--- src/rtl/scfg_pkg.sv ---
package scfg_pkg;
  localparam int ADDR_W      = 5;
  localparam int DATA_W      = 11;
  localparam int MODE_W      = 6;
  localparam int SYNC_STAGES = 2;
  localparam int NUM_REGS    = 2;

  localparam logic [ADDR_W-1:0] ADDR_PWR  = 5'h00;
  localparam logic [ADDR_W-1:0] ADDR_MODE = 5'h0D;

  localparam logic [DATA_W-1:0] MASK_PWR  = 11'h00D;
  localparam logic [DATA_W-1:0] MASK_MODE = 11'h43F;

  localparam int SRST_BIT    = 10;
  localparam int OVRD_BIT    = 10;
  localparam int PD_GLOB_BIT = 0;
  localparam int PD_A_BIT    = 2;
  localparam int PD_B_BIT    = 3;

  localparam int IDX_PWR  = 0;
  localparam int IDX_MODE = 1;
endpackage

--- src/rtl/scfg_sync.sv ---
module scfg_sync #(
  parameter int             W       = 4,
  parameter int             STAGES  = 2,
  parameter logic [W-1:0]   RST_VAL = '0
) (
  input  logic         clk_i,
  input  logic         rst_ni,
  input  logic [W-1:0] d_i,
  output logic [W-1:0] q_o
);
  logic [W-1:0] stg [STAGES];

  always_ff @(posedge clk_i or negedge rst_ni) begin
    if (!rst_ni) stg[0] <= RST_VAL;
    else         stg[0] <= d_i;
  end

  for (genvar i = 1; i < STAGES; i++) begin : g_stage
    always_ff @(posedge clk_i or negedge rst_ni) begin
      if (!rst_ni) stg[i] <= RST_VAL;
      else         stg[i] <= stg[i-1];
    end
  end

  assign q_o = stg[STAGES-1];
endmodule

--- src/rtl/scfg_shift.sv ---
module scfg_shift #(
  parameter int ADDR_W = 5,
  parameter int DATA_W = 11
) (
  input  logic                        clk_i,
  input  logic                        rst_ni,
  input  logic                        sen_i,   // synchronized, active high = idle
  input  logic                        sclk_i,
  input  logic                        sdata_i,
  input  logic                        clr_i,
  output logic                        wr_o,
  output logic [ADDR_W-1:0]           addr_o,
  output logic [DATA_W-1:0]           data_o,
  output logic [$clog2(ADDR_W+DATA_W)-1:0] cnt_o
);
  localparam int WORD_W = ADDR_W + DATA_W;
  localparam int CNT_W  = $clog2(WORD_W);
  localparam logic [CNT_W-1:0] LAST = CNT_W'(WORD_W - 1);

  logic              sclk_d;
  logic [WORD_W-2:0] sh;
  logic [CNT_W-1:0]  cnt;
  logic              fall;
  logic [WORD_W-1:0] word;

  assign fall = sclk_d & ~sclk_i;

  always_ff @(posedge clk_i or negedge rst_ni) begin
    if (!rst_ni) begin
      sclk_d <= 1'b1;
      sh     <= '0;
      cnt    <= '0;
    end else begin
      sclk_d <= sclk_i;
      if (sen_i || clr_i) begin
        cnt <= '0;
      end else if (fall) begin
        sh  <= {sh[WORD_W-3:0], sdata_i};
        cnt <= (cnt == LAST) ? '0 : cnt + 1'b1;
      end
    end
  end

  assign word   = {sh, sdata_i};
  assign wr_o   = fall & ~sen_i & ~clr_i & (cnt == LAST);
  assign addr_o = word[WORD_W-1 -: ADDR_W];
  assign data_o = word[DATA_W-1:0];
  assign cnt_o  = cnt;
endmodule

--- src/rtl/scfg_bank.sv ---
module scfg_bank #(
  parameter int ADDR_W   = 5,
  parameter int DATA_W   = 11,
  parameter int NUM_REGS = 2,
  parameter logic [NUM_REGS-1:0][ADDR_W-1:0] ADDRS = '0,
  parameter logic [NUM_REGS-1:0][DATA_W-1:0] MASKS = '0,
  parameter logic [ADDR_W-1:0] SRST_ADDR = '0,
  parameter int SRST_BIT = 10
) (
  input  logic                             clk_i,
  input  logic                             rst_ni,
  input  logic                             hw_clr_i,
  input  logic                             wr_i,
  input  logic [ADDR_W-1:0]                addr_i,
  input  logic [DATA_W-1:0]                data_i,
  output logic [NUM_REGS-1:0][DATA_W-1:0]  regs_o
);
  logic soft_clr;
  // reset bit acts on the bank and is never stored
  assign soft_clr = wr_i && (addr_i == SRST_ADDR) && data_i[SRST_BIT];

  for (genvar i = 0; i < NUM_REGS; i++) begin : g_reg
    always_ff @(posedge clk_i or negedge rst_ni) begin
      if (!rst_ni)                          regs_o[i] <= '0;
      else if (hw_clr_i || soft_clr)        regs_o[i] <= '0;
      else if (wr_i && addr_i == ADDRS[i])  regs_o[i] <= data_i & MASKS[i];
    end
  end
endmodule

--- src/rtl/scfg_resolve.sv ---
module scfg_resolve #(
  parameter int MODE_W = 6
) (
  input  logic              pd_glob_reg_i,
  input  logic              pd_a_reg_i,
  input  logic              pd_b_reg_i,
  input  logic              ovrd_i,
  input  logic [MODE_W-1:0] mode_reg_i,
  input  logic              pdn_a_pin_i,
  input  logic              pdn_b_pin_i,
  input  logic [MODE_W-1:0] pin_mode_i,
  output logic              pdn_a_o,
  output logic              pdn_b_o,
  output logic              pdn_glob_o,
  output logic [MODE_W-1:0] mode_o
);
  always_comb begin
    pdn_a_o    = pdn_a_pin_i | pd_a_reg_i;
    pdn_b_o    = pdn_b_pin_i | pd_b_reg_i;
    pdn_glob_o = pd_glob_reg_i;
    mode_o     = ovrd_i ? mode_reg_i : pin_mode_i;
  end
endmodule

--- src/rtl/serial_cfg_port.sv ---
module serial_cfg_port
  import scfg_pkg::*;
(
  input  logic              clk_i,
  input  logic              rst_ni,
  input  logic              sen_ni,
  input  logic              sclk_i,
  input  logic              sdata_i,
  input  logic              hw_rst_i,
  input  logic              pdn_a_pin_i,
  input  logic              pdn_b_pin_i,
  input  logic [MODE_W-1:0] pin_mode_i,
  output logic              pdn_a_o,
  output logic              pdn_b_o,
  output logic              pdn_glob_o,
  output logic [MODE_W-1:0] mode_o
);
  localparam int WORD_W = ADDR_W + DATA_W;
  localparam int CNT_W  = $clog2(WORD_W);
  localparam logic [NUM_REGS-1:0][ADDR_W-1:0] ADDRS = {ADDR_MODE, ADDR_PWR};
  localparam logic [NUM_REGS-1:0][DATA_W-1:0] MASKS = {MASK_MODE, MASK_PWR};

  logic [3:0]  sync_q;
  logic        sen_s, sclk_s, sdata_s, hw_rst_s;
  logic        wr;
  logic [ADDR_W-1:0] wr_addr;
  logic [DATA_W-1:0] wr_data;
  logic [CNT_W-1:0]  bit_cnt;
  logic [NUM_REGS-1:0][DATA_W-1:0] regs;
  logic [DATA_W-1:0] pwr_reg, mode_reg;

  scfg_sync #(.W(4), .STAGES(SYNC_STAGES), .RST_VAL(4'b0011)) u_sync (
    .clk_i  (clk_i),
    .rst_ni (rst_ni),
    .d_i    ({hw_rst_i, sdata_i, sclk_i, sen_ni}),
    .q_o    (sync_q)
  );
  assign {hw_rst_s, sdata_s, sclk_s, sen_s} = sync_q;

  scfg_shift #(.ADDR_W(ADDR_W), .DATA_W(DATA_W)) u_shift (
    .clk_i   (clk_i),
    .rst_ni  (rst_ni),
    .sen_i   (sen_s),
    .sclk_i  (sclk_s),
    .sdata_i (sdata_s),
    .clr_i   (hw_rst_s),
    .wr_o    (wr),
    .addr_o  (wr_addr),
    .data_o  (wr_data),
    .cnt_o   (bit_cnt)
  );

  scfg_bank #(
    .ADDR_W(ADDR_W), .DATA_W(DATA_W), .NUM_REGS(NUM_REGS),
    .ADDRS(ADDRS), .MASKS(MASKS), .SRST_ADDR(ADDR_PWR), .SRST_BIT(SRST_BIT)
  ) u_bank (
    .clk_i    (clk_i),
    .rst_ni   (rst_ni),
    .hw_clr_i (hw_rst_s),
    .wr_i     (wr),
    .addr_i   (wr_addr),
    .data_i   (wr_data),
    .regs_o   (regs)
  );

  assign pwr_reg  = regs[IDX_PWR];
  assign mode_reg = regs[IDX_MODE];

  scfg_resolve #(.MODE_W(MODE_W)) u_resolve (
    .pd_glob_reg_i (pwr_reg[PD_GLOB_BIT]),
    .pd_a_reg_i    (pwr_reg[PD_A_BIT]),
    .pd_b_reg_i    (pwr_reg[PD_B_BIT]),
    .ovrd_i        (mode_reg[OVRD_BIT]),
    .mode_reg_i    (mode_reg[MODE_W-1:0]),
    .pdn_a_pin_i   (pdn_a_pin_i),
    .pdn_b_pin_i   (pdn_b_pin_i),
    .pin_mode_i    (pin_mode_i),
    .pdn_a_o       (pdn_a_o),
    .pdn_b_o       (pdn_b_o),
    .pdn_glob_o    (pdn_glob_o),
    .mode_o        (mode_o)
  );
endmodule

--- config.mk ---
export PLATFORM = sky130hd
export DESIGN_NAME = serial_cfg_port
export DESIGN_NICKNAME = d
export VERILOG_FILES = /design/src/rtl/scfg_pkg.sv /design/src/rtl/scfg_sync.sv /design/src/rtl/scfg_shift.sv /design/src/rtl/scfg_bank.sv /design/src/rtl/scfg_resolve.sv /design/src/rtl/serial_cfg_port.sv
export SDC_FILE = /design/constraint.sdc
export NUM_CORES = 1
export LEC_CHECK = 0
export ABC_AREA = 1
export BUFFER_PORTS_ARGS = -buffer_cell sky130_fd_sc_hd__buf_4
export CAP_MARGIN = 25
export CORE_UTILIZATION = 35
export CTS_CLUSTER_DIAMETER = 80
export DETAILED_ROUTE_END_ITERATION = 12
export PLACE_DENSITY_LB_ADDON = 0.08
export SLEW_MARGIN = 20
export SYNTH_ARGS = -nofsm -noshare
export SYNTH_HDL_FRONTEND = slang
export SYNTH_SLANG_ARGS = --single-unit
export TNS_END_PERCENT = 100
--- constraint.sdc ---
create_clock -name clk_i -period 2.2 [get_ports clk_i]
set_input_delay 0.33 -clock clk_i [delete_from_list [all_inputs] [get_ports clk_i]]
set_output_delay 0.33 -clock clk_i [all_outputs]
set_load 0.05 [all_outputs]
==> results.md, run 1 <==
- Final net count: 208
- Max cap viols: 0
- Violated checks: hold timing
- Clock sink total: 38
- Max-slew violations: 0
- H-tree Lvls: 2
- Minimum clock period: around 1.7 ns
- VDD IR max: 0.4686 mV
- TNS Setup: 0 ns
- Worst EP arrival: 1.36 ns
- Worst-path clk slew: 0.07 ns
- Pin count of the biggest net entering global routing: 39
- Mapped Area: approximately 0.0017 mm2
- Detailed Place HPWL: between 2 and 2.5 mm
- Worst Path Required: between 1.5 and 2 ns
- Worst-Skew Late Latency: 0.29 ns
- Hold WS: -0.005513 ns
- Crit Path Class: flip-flop to output pin
- Cell type with the largest total area after synthesis: dfrtp_1
- CTS Buf Count: 5
- ANT cells: 0
- CP delay by family, top: flip-flops
- Die area: 0.005035 mm2
- CTS root buffer: clkbuf_8
- Post-route DRC: 0
- Ranking of synthesized cells by area: dfrtp_1, nand2_1, dfstp_2
- Overall routed net length: 3.173 mm
- Hold Fails Final Rpt: 20
- Status: finished, violations left
- DR iter-0 viols: 65
- RSZ-0062 raised after global routing: no
- P_leak: a little over 1 nW
- Die H: 70.96 um
- Top cell type's share of synthesized area: 49.62%
- Met2 GRT Util: a little under a quarter
- Area grow syn2layout: 17.74%
- Total GRT Usage: between 15 and 20%
- Worst setup EP type: output pin
- Setup Slack @ Placement: around 0.6 ns
- CP startpoint kind: flip-flop
- Num ports: 23
- Global-route wire length before repair: 5.699 mm
- Period utilisation layout: 76.88%
- Final worst-path setup slack: just over 0.5 ns
- CP max-delay cell: dfrtp_1
- CP max stage delay: approximately 0.5 ns
- Drt pass-1 iters: 6
- F_max: 0.5912 GHz
- Setup Buffers After CTS: 0
- Met3 Track Usage GR: 3.419%
- Share of post-route cells with drive strength above 1: a little under a third
- Initial antenna violation count: 0
- Cells after synthesis: 168
- Reg-to-Reg Start: u_sync.q_o[3]$_DFF_PN0_
- TritonCTS clock tree: yes
- Cells along the critical path: mux2_2 -> buf_4
- Worst-margin pin slew: 0.4715 ns
- Max Root-Sink Buffers: 2
- CP max FO: 7
- Port Buffers: 22
- Yosys warning count: 0
- Routability Congestion: between 0.7 and 0.8
- Post-synthesis register bit count: 38
- Rel. slew slack: 68.57%
- Final setup viols: 0
- Post-synthesis sequential area ratio: 57.52%
- HP Class: input pin to asynchronous set/reset pin
- PwrDens: ~700 mW/mm2
- Via count: 1,176
- Vias in the first global route: 1,226
- Initial Utilization: 37.19%
- Core Region: ~0.0045 mm2
- Post-synth net total: 183
- GR peak layer: met2
- Clock Skews: 0.005618 ns
- Distinct cells, synth: 25
- Vias per cell: around 4.8
- GR Util met1: between 10% and 20%
- CTS resizes: 0
- CP startpoint: u_bank.regs_o[21]$_DFFE_PN0P_
- Avg Cell Area, Syn: 9.905 um2
- DIE WIDTH: around 71 um
- CP Buf/Inv Count: 1
- Wire per inst: 12.90 um
- Hold_buf cts: 0
- Rows: 24
- Grt total ovfl: 0
- Antenna-violating nets left: 0
## Yosys cell counts
| cell | n |
|---|---|
| nand2_1 | 59 |
| dfrtp_1 | 33 |
| nand4_1 | 10 |
| o21ai_0 | 9 |
| inv_1 | 7 |
| mux2_2 | 6 |
| dfstp_2 | 5 |
| nand3_1 | 5 |
| inv_2 | 4 |
| nor2_1 | 4 |
| a21oi_1 | 3 |
| nand2_2 | 3 |
| nor2_4 | 3 |
| buf_2 | 2 |
| clkbuf_1 | 2 |
| nand2_4 | 2 |
| nor2_8 | 2 |
| or2_2 | 2 |
| ha_1 | 1 |
| nand3_2 | 1 |
| nand3_4 | 1 |
| nor2_2 | 1 |
| nor3_1 | 1 |
| xnor2_1 | 1 |
| xor2_1 | 1 |
## per-layer routing
metal  part of all wire [%]  wire (um)
met3                    2.8         89
met5                      0          0
met2                     48       1512
met4                    2.5         79
met1                     47       1491
## path summary, 6_finish.rpt
| kind | endpoint | slack [ns] | cells past startpoint |
|---|---|---|---|
| setup reg to reg | u_bank.regs_o[2]$_DFFE_PN0P_ | 0.60 | 8 |
| max in group asynchronous | u_sync.stg[5]$_DFF_PN1_ | 1.85 | 1 |
| hold reg to reg | u_sync.q_o[3]$_DFF_PN0_ | 0.36 | 0 |
| hold / removal | u_shift.sh[13]$_DFFE_PN0P_ | -0.006 | 1 |
| min in group clk_i | u_sync.stg[6]$_DFF_PN0_ | 0.14 | 1 |
| setup / recovery | mode_o[3] | 0.51 | 2 |
## sequential cells by signal (all words and copies together), names as in the netlist
register        cells
u_bank.regs_o      10
u_shift.sclk_d      1
u_sync.q_o          4
u_sync.stg          4
u_shift.sh         15
u_shift.cnt_o       4
## logic make-up (layout without fill, tap and decap cells)
kind of cell	after synthesis	count (layout)	share of synthesized area (%)
buffers and inverters	15	41	3.534
and+or+nand+nor	94	94	29.47
AOI/OAI and AO/OA	12	12	3.609
muxes	6	6	4.060
DFF	38	38	57.52
adders and majority gates	1	1	0.7518
xor gates and xnor gates	2	2	1.053
## power by group
part	internal [mW]	switching (mW)	leakage, nW	total (mW)
sequential	0.732	0.0295	0.500	0.762
combinational	0.0435	0.0753	0.466	0.119
clock	0.219	0.237	0.0450	0.456
total	0.995	0.342	1.01	1.34
## worst reg2reg max path, cell delays in order (launching register included)
cell	delay (ns)
dfrtp_1	0.46
inv_2	0.21
nand2_2	0.12
nor2_8	0.24
nand2_4	0.12
nor2_4	0.15
nor2_2	0.06
nand2_1	0.07
nand2_1	0.05
## area by class of cell
cell class	count	area, um2
Clock buffer	6	72.57
Clock inverter	2	10.01
Fill cell	434	2515
Inverter	11	41.29
Multi-Input combinational cell	115	648.1
Sequential cell	38	957.2
Tap cell	52	65.06
Timing Repair Buffer	22	165.2
## per-stage QoR
step | cell area (um2) | power, mW | cells | util, %
finish | 1959 | 1.337 | 246 | 43.79
global route | 1959 | 1.400 | 246 | 43.79
CTS | 1959 | 1.361 | 246 | 43.79
detailed placement | 1877 | 0.8959 | 238 | 41.95
global placement | 1877 | 0.8951 | 238 | 41.95
floorplan | 1664 | 0.8361 | 168 | -
## placed cells by master (no fill, tap or decap)
| cell | instances |
|---|---|
| inv_2 | 4 |
| nand2_1 | 59 |
| xor2_1 | 1 |
| nor2_1 | 4 |
| buf_4 | 22 |
| a21oi_1 | 3 |
| o21ai_0 | 9 |
| nor3_1 | 1 |
| nand3_2 | 1 |
| nand3_4 | 1 |
| xnor2_1 | 1 |
| nand4_1 | 10 |
| inv_1 | 7 |
| clkbuf_1 | 1 |
| nand3_1 | 5 |
| clkbuf_8 | 5 |
| dfstp_2 | 5 |
| clkinv_2 | 2 |
| or2_2 | 2 |
| nand2_4 | 2 |
| dfrtp_1 | 33 |
| mux2_2 | 6 |
| nor2_8 | 2 |
| nand2_2 | 3 |
| nor2_4 | 3 |
| ha_1 | 1 |
| nor2_2 | 1 |
(Power assumes the default switching activity.)
==> inputs of run 2 (changes only) <==
==> constraint.sdc (replaced) <==
create_clock -name clk_i -period 1.4 [get_ports clk_i]
set_input_delay 0.21 -clock clk_i [delete_from_list [all_inputs] [get_ports clk_i]]
set_output_delay 0.21 -clock clk_i [all_outputs]
set_load 0.05 [all_outputs]
==> results.md, run 2 (synthesis results as in run 1) <==
- Final worst-path setup slack: -0.07486 ns (was 0.5086 ns)
- Max FFs per register: 15 (unchanged)
- Port Buffers: 22 (unchanged)
- Global-route wire length before repair: 5.664 mm (was 5.699 mm)
- Minimum clock period: approximately 1.5 ns
- Die area: 0.005035 mm2 (unchanged)
- Clock Skews: 0.002265 ns (was 0.005618 ns)
- Final net count: 213 (was 208)
- HP Class: input pin to flip-flop (was input pin to asynchronous set/reset pin)
- CP startpoint kind: flip-flop (unchanged)
- Max Root-Sink Buffers: 2 (unchanged)
- Final instance area: 0.002140 mm2 (was 0.001959 mm2)
- Core Region: 0.004474 mm2 (unchanged)
- VDD IR max: 0.6660 mV (was 0.4686 mV)
- DR iter-0 viols: 80 (was 65)
- Hold path cells: 1
- Via count: 1,185 (was 1,176)
- Worst Path Required: 1.19 ns (was 1.87 ns)
- RSZ-0062 raised after global routing: yes (was no)
- Worst-margin pin slew: 0.4740 ns (was 0.4715 ns)
- Register area: 958.4 um2 (was 957.2 um2)
- Vias per cell: 4.721 (was 4.780)
- Crit Path Class: flip-flop to output pin (unchanged)
- R2R setup slack: 0.06 ns (was 0.60 ns)
- Grt total ovfl: 0 (unchanged)
- Share of post-route cells with drive strength above 1: 34.17% (was 30.41%)
- Rows: 24 (unchanged)
- Reg-to-Reg Start: u_shift.sclk_d$_DFF_PN1_ (was u_sync.q_o[3]$_DFF_PN0_)
- Largest register by flop count: u_shift.sh (unchanged)
- CP max FO: 7 (unchanged)
- Most frequent cells in the layout: nand2_1, dfrtp_1, buf_4, nand4_1, buf_6 (was nand2_1, dfrtp_1, buf_4, nand4_1, o21ai_0)
- CP startpoint: u_bank.regs_o[21]$_DFFE_PN0P_ (unchanged)
- Max-slew violations: 0 (unchanged)
- Fill count: 421 (was 434)
- Area of the multi-input gates: 693.2 um2 (was 648.1 um2)
- Worst EP arrival: 1.26 ns (was 1.36 ns)
- F_max: 0.6780 GHz
- Top Registers: u_shift.sh x15, u_bank.regs_o x10 (unchanged)
- P_leak: 1.088 nW (was 1.011 nW)
- CTS Buf Count: 5 (unchanged)
- Area grow syn2layout: 28.57% (was 17.74%)
- ANT cells: 0 (unchanged)
- Hold Fails Final Rpt: 0 (was 20)
- Antenna-violating nets left: 0 (unchanged)
- Initial antenna violation count: 0 (unchanged)
- Post-route DRC: 0 (unchanged)
- CTS root buffer: clkbuf_8 (unchanged)
- Overall routed net length: 3.176 mm (was 3.173 mm)
- Final setup viols: 6 (was 0)
- Leading cell type in the layout, fill and taps excluded: nand2_1 (unchanged)
- Worst setup EP type: output pin (unchanged)
- Violated checks: setup timing (was hold timing)
- Setup Slack @ Placement: 0.03407 ns (was 0.5983 ns)
- End of the critical path: mode_o[1] (was mode_o[3])
- Routability Congestion: 0.7665 (was 0.7754)
- Status: finished, violations left (unchanged)
- DIE WIDTH: 70.96 um (unchanged)
- Initial Utilization: 37.19% (unchanged)
- Drt pass-1 iters: 6 (unchanged)
- Wire per inst: 12.65 um (was 12.90 um)
- Worst Reg-to-Reg Cells: 7 (was 8)
- TNS Setup: -0.4289 ns (was 0 ns)
- Pin count of the biggest net entering global routing: 39 (unchanged)
- Max cap viols: 0 (unchanged)
- Total GRT Usage: 14.95% (was 15.03%)
- Num ports: 23 (unchanged)
- TritonCTS clock tree: yes (unchanged)
- Period utilisation layout: 105.3%
- Placed Area: 0.001907 mm2 (was 0.001877 mm2)
- Worst-path clk slew: 0.07 ns (about the same)
- PwrDens: 1186 mW/mm2 (was 682.1 mW/mm2)
- Vias in the first global route: 1,265 (was 1,226)
- Clock sink total: 38 (unchanged)
- Worst reg2reg path endpoint: u_bank.regs_o[13]$_DFFE_PN0P_ (was u_bank.regs_o[2]$_DFFE_PN0P_)
- Worst-Skew Late Latency: 0.29 ns (about the same)
- H-tree Lvls: 2 (unchanged)
- Rel. slew slack: 68.40% (was 68.57%)
- Detailed Place HPWL: 2.246 mm (was 2.257 mm)
- Die H: 70.96 um (unchanged)
run 2: cell count changes in the layout (fill, tap and decap cells not counted), sizes merged:
cell,before,now
bufinv,0,2
buf,22,26
dlygate4sd3,0,1
clkinv,2,0
run 2: metal layers:
| metal | wire [um] | GRT usage [%] |
|---|---|---|
| met5 | 0 | 0 |
| met4 | 53 | 6.000 |
| met3 | 102 | 4.701 |
| met2 | 1521 | 23.50 |
| met1 | 1499 | 19.30 |
run 2: worst min path at each step:
stage,start,endpoint,slack [ns]
global placement,rst_ni,u_shift.cnt_o[3]$_DFFE_PN0P_,0.20
global route,sdata_i,u_sync.stg[6]$_DFF_PN0_,0.004
detailed placement,rst_ni,u_shift.cnt_o[3]$_DFFE_PN0P_,0.21
finish,sclk_i,u_sync.stg[5]$_DFF_PN1_,0.02
floorplan,rst_ni,u_bank.regs_o[0]$_DFFE_PN0P_,-0.09
CTS,sclk_i,u_sync.stg[5]$_DFF_PN1_,0.01
run 2: critical path, cell delays in order (launching register included):
cell	delay, ns
dfrtp_2	0.46
mux2_2	0.37
buf_6	0.15
run 2: final cells by class:
type	count	share of cell area, %
Sequential cell	38	44.80
Timing Repair Buffer	27	11.17
Multi-Input combinational cell	115	32.40
Tap cell	52	3.041
Clock buffer	6	3.860
Clock inverter	2	2.807
Inverter	11	1.930
run 2: stage by stage:
stage | utilization [%] | cells | power [mW] | hold slack, ns
floorplan | - | 168 | 1.314 | -0.08559
global placement | 42.62 | 242 | 1.405 | 0.2029
detailed placement | 42.62 | 242 | 1.409 | 0.2078
CTS | 46.64 | 251 | 2.574 | 0.01335
global route | 47.82 | 251 | 2.665 | 0.004077
finish | 47.82 | 251 | 2.539 | 0.02450
run 2: power by group:
part	leakage, nW	switching, mW	internal (mW)	total [mW]
Sequential	0.499	0.0455	1.15	1.20
Combinational	0.518	0.123	0.0847	0.208
Clock	0.0714	0.375	0.760	1.13
run 2: what timing repair did:
action                                 CTS  global route
endpoints found under the hold margin   33             0
pin swaps                                0             4
setup endpoints to repair                7            19
hold buffers                             1             0
gates resized for setup                  8            12
setup buffers                            0             0
==> inputs of run 3 (changes only) <==
--- a/config.mk
+++ b/config.mk
@@ -8,6 +8,7 @@
 export ABC_AREA = 1
 export BUFFER_PORTS_ARGS = -buffer_cell sky130_fd_sc_hd__buf_4
 export CAP_MARGIN = 25
+export CORE_MARGIN = 2
 export CORE_UTILIZATION = 35
 export CTS_CLUSTER_DIAMETER = 80
 export DETAILED_ROUTE_END_ITERATION = 12
==> results.md, run 3 (synthesis results as in run 1) <==
- CTS root buffer: clkbuf_8 (unchanged)
- Clock Skews: 0.006735 ns (was 0.002265 ns)
- Overall routed net length: 3.354 mm (was 3.176 mm)
- Rows: 25 (was 24)
- Antenna-violating nets left: 0 (unchanged)
- Final Power: 2.514 mW (was 2.539 mW)
- Routed met1 length: 1.614 mm (was 1.499 mm)
- DR iter-0 viols: 87 (was 80)
- Pin count of the biggest net entering global routing: 39 (unchanged)
- Rel. slew slack: 68.22% (was 68.40%)
- Leading cell type in the layout, fill and taps excluded: nand2_1 (unchanged)
- Initial antenna violation count: 0 (unchanged)
- H-tree Lvls: 2 (unchanged)
- Cells along the critical path: mux2_2 -> buf_6 (unchanged)
- F_max: 0.6824 GHz (was 0.6780 GHz)
- Most frequent cells in the layout: nand2_1, dfrtp_1, buf_4, nand4_1, o21ai_0 (was nand2_1, dfrtp_1, buf_4, nand4_1, buf_6)
- Setup Slack @ Placement: 0.02657 ns (was 0.03407 ns)
- Grt total ovfl: 0 (unchanged)
- Final setup viols: 6 (unchanged)
- Worst setup EP type: output pin (unchanged)
- Die H: 72.96 um (was 70.96 um)
- Violated checks: setup timing (unchanged)
- Wire per inst: 13.05 um (was 12.65 um)
- Worst-path clk slew: 0.08 ns (was 0.07 ns)
- Global-route wire length before repair: 5.533 mm (was 5.664 mm)
- Status: finished, violations left (unchanged)
- ANT cells: 0 (unchanged)
- Met2 routed WL: 1.506 mm (was 1.521 mm)
- Die area: 0.005322 mm2 (was 0.005035 mm2)
- Worst-margin pin slew: 0.4768 ns (was 0.4740 ns)
- Clock sink total: 38 (unchanged)
- Vias in the first global route: 1,172 (was 1,265)
- Core Region: 0.004661 mm2 (was 0.004474 mm2)
- Metal3 WL: 186 um (was 102 um)
- CP startpoint kind: flip-flop (unchanged)
- Total GRT Usage: 13.84% (was 14.95%)
- CP max FO: 7 (unchanged)
- Share of post-route cells with drive strength above 1: 36.95% (was 34.17%)
- Port Buffers: 22 (unchanged)
- VDD IR max: 0.7057 mV (was 0.6660 mV)
- Max Root-Sink Buffers: 2 (unchanged)
- Top layer in use: met4 (unchanged)
- Drt pass-1 iters: 4 (was 6)
- Routability Congestion: 0.8307 (was 0.7665)
- Final net count: 217 (was 213)
- Post-route DRC: 0 (unchanged)
- P_leak: 1.090 nW (was 1.088 nW)
- Max FFs per register: 15 (unchanged)
- Crit Path Class: flip-flop to output pin (unchanged)
- Detailed Place HPWL: 2.285 mm (was 2.246 mm)
- TNS Setup: -0.3740 ns (was -0.4289 ns)
- Worst Path Required: 1.19 ns (about the same)
- HP Class: input pin to flip-flop (unchanged)
- Period utilisation layout: 104.7% (was 105.3%)
- Worst-Skew Late Latency: 0.29 ns (about the same)
- Minimum clock period: 1.465 ns (was 1.475 ns)
- Initial Utilization: 35.70% (was 37.19%)
- Hold Fails Final Rpt: 0 (unchanged)
- Area grow syn2layout: 29.02% (was 28.57%)
- RSZ-0062 raised after global routing: yes (unchanged)
- CP max stage delay: 0.45 ns (was 0.46 ns)
- Register area: 958.4 um2 (unchanged)
- Max cap viols: 0 (unchanged)
- CP max-delay cell: dfrtp_2 (unchanged)
- Area of the multi-input gates: 680.7 um2 (was 693.2 um2)
- Via count: 1,248 (was 1,185)
- Final worst-path setup slack: -0.06546 ns (was -0.07486 ns)
- Fill count: 449 (was 421)
- Max-slew violations: 0 (unchanged)
- Top Registers: u_shift.sh x15, u_bank.regs_o x10 (unchanged)
- PwrDens: 1171 mW/mm2 (was 1186 mW/mm2)
- TritonCTS clock tree: yes (unchanged)
- Worst EP arrival: 1.26 ns (about the same)
- CTS Buf Count: 5 (unchanged)
- Largest register by flop count: u_shift.sh (unchanged)
- DIE WIDTH: 72.96 um (was 70.96 um)
- Num ports: 23 (unchanged)
- Vias per cell: 4.856 (was 4.721)
-- run 3: changes by cell type in the layout (fill, tap and decap cells not counted), moves of 2 or more --
cell     previous run  this run
buf_4              17        23
a21oi_1             3         1
a21oi_2             0         2
buf_6               9         7
-- run 3: critical path: cells and delay by family, from the launching register on --
| family | cells | cell delay, ns |
|---|---|---|
| flip-flops | 1 | 0.45 |
| buffers and inverters | 1 | 0.15 |
| multiplexers | 1 | 0.36 |
-- run 3: cell type report --
cell class / count / area share, %
multi-input combinational: 115 / 31.70
inverter: 11 / 1.923
clock buffer: 5 / 3.205
tap: 54 / 3.147
timing repair buffer: 31 / 12.18
sequential: 38 / 44.64
clock inverter: 3 / 3.205
-- run 3: per-layer routing --
layer | vias to the layer above | GRT usage (%)
li1 | 612 | -
met1 | 589 | 19.29
met2 | 40 | 20.40
met3 | 7 | 4.696
met4 | 0 | 4.321
met5 | - | 0
-- run 3: worst paths after layout --
kind                                                from                            end  slack (ns)  depth (start not counted)
min in group asynchronous                         rst_ni   u_shift.cnt_o[3]$_DFFE_PN0P_        0.42                          2
max in group asynchronous                         rst_ni        u_sync.stg[4]$_DFF_PN1_        0.62                          2
hold reg to reg                  u_sync.stg[7]$_DFF_PN0_        u_sync.q_o[3]$_DFF_PN0_        0.35                          0
setup / recovery           u_bank.regs_o[21]$_DFFE_PN0P_                      mode_o[4]       -0.07                          2
setup reg to reg                u_shift.sclk_d$_DFF_PN1_  u_bank.regs_o[21]$_DFFE_PN0P_        0.08                          7
hold / removal                                   sdata_i        u_sync.stg[6]$_DFF_PN0_        0.02                          1
-- run 3: repair_timing --
action,CTS,global route
pin swaps,0,3
gates resized for setup,7,10
endpoints found under the setup margin,6,17
hold buffers,1,0
buffers inserted,1,3
hold endpoints to repair,33,0
-- run 3: through the flow --
step	instance area (um2)	hold WS, ns	instances	utilization [%]
finish	2147	0.02118	257	46.07
global route	2147	0.0007034	257	46.07
CTS	2088	0.01192	254	44.81
detailed placement	1909	0.2051	244	40.97
global placement	1909	0.2018	244	40.97
floorplan	1664	-0.08559	168	-
-- run 3: where the power goes --
group          internal (mW)  switching, mW  leakage [nW]  total [mW]
clock                  0.714          0.395        0.0683        1.11
combinational         0.0847          0.126         0.523       0.211
sequential              1.15         0.0441         0.499        1.19
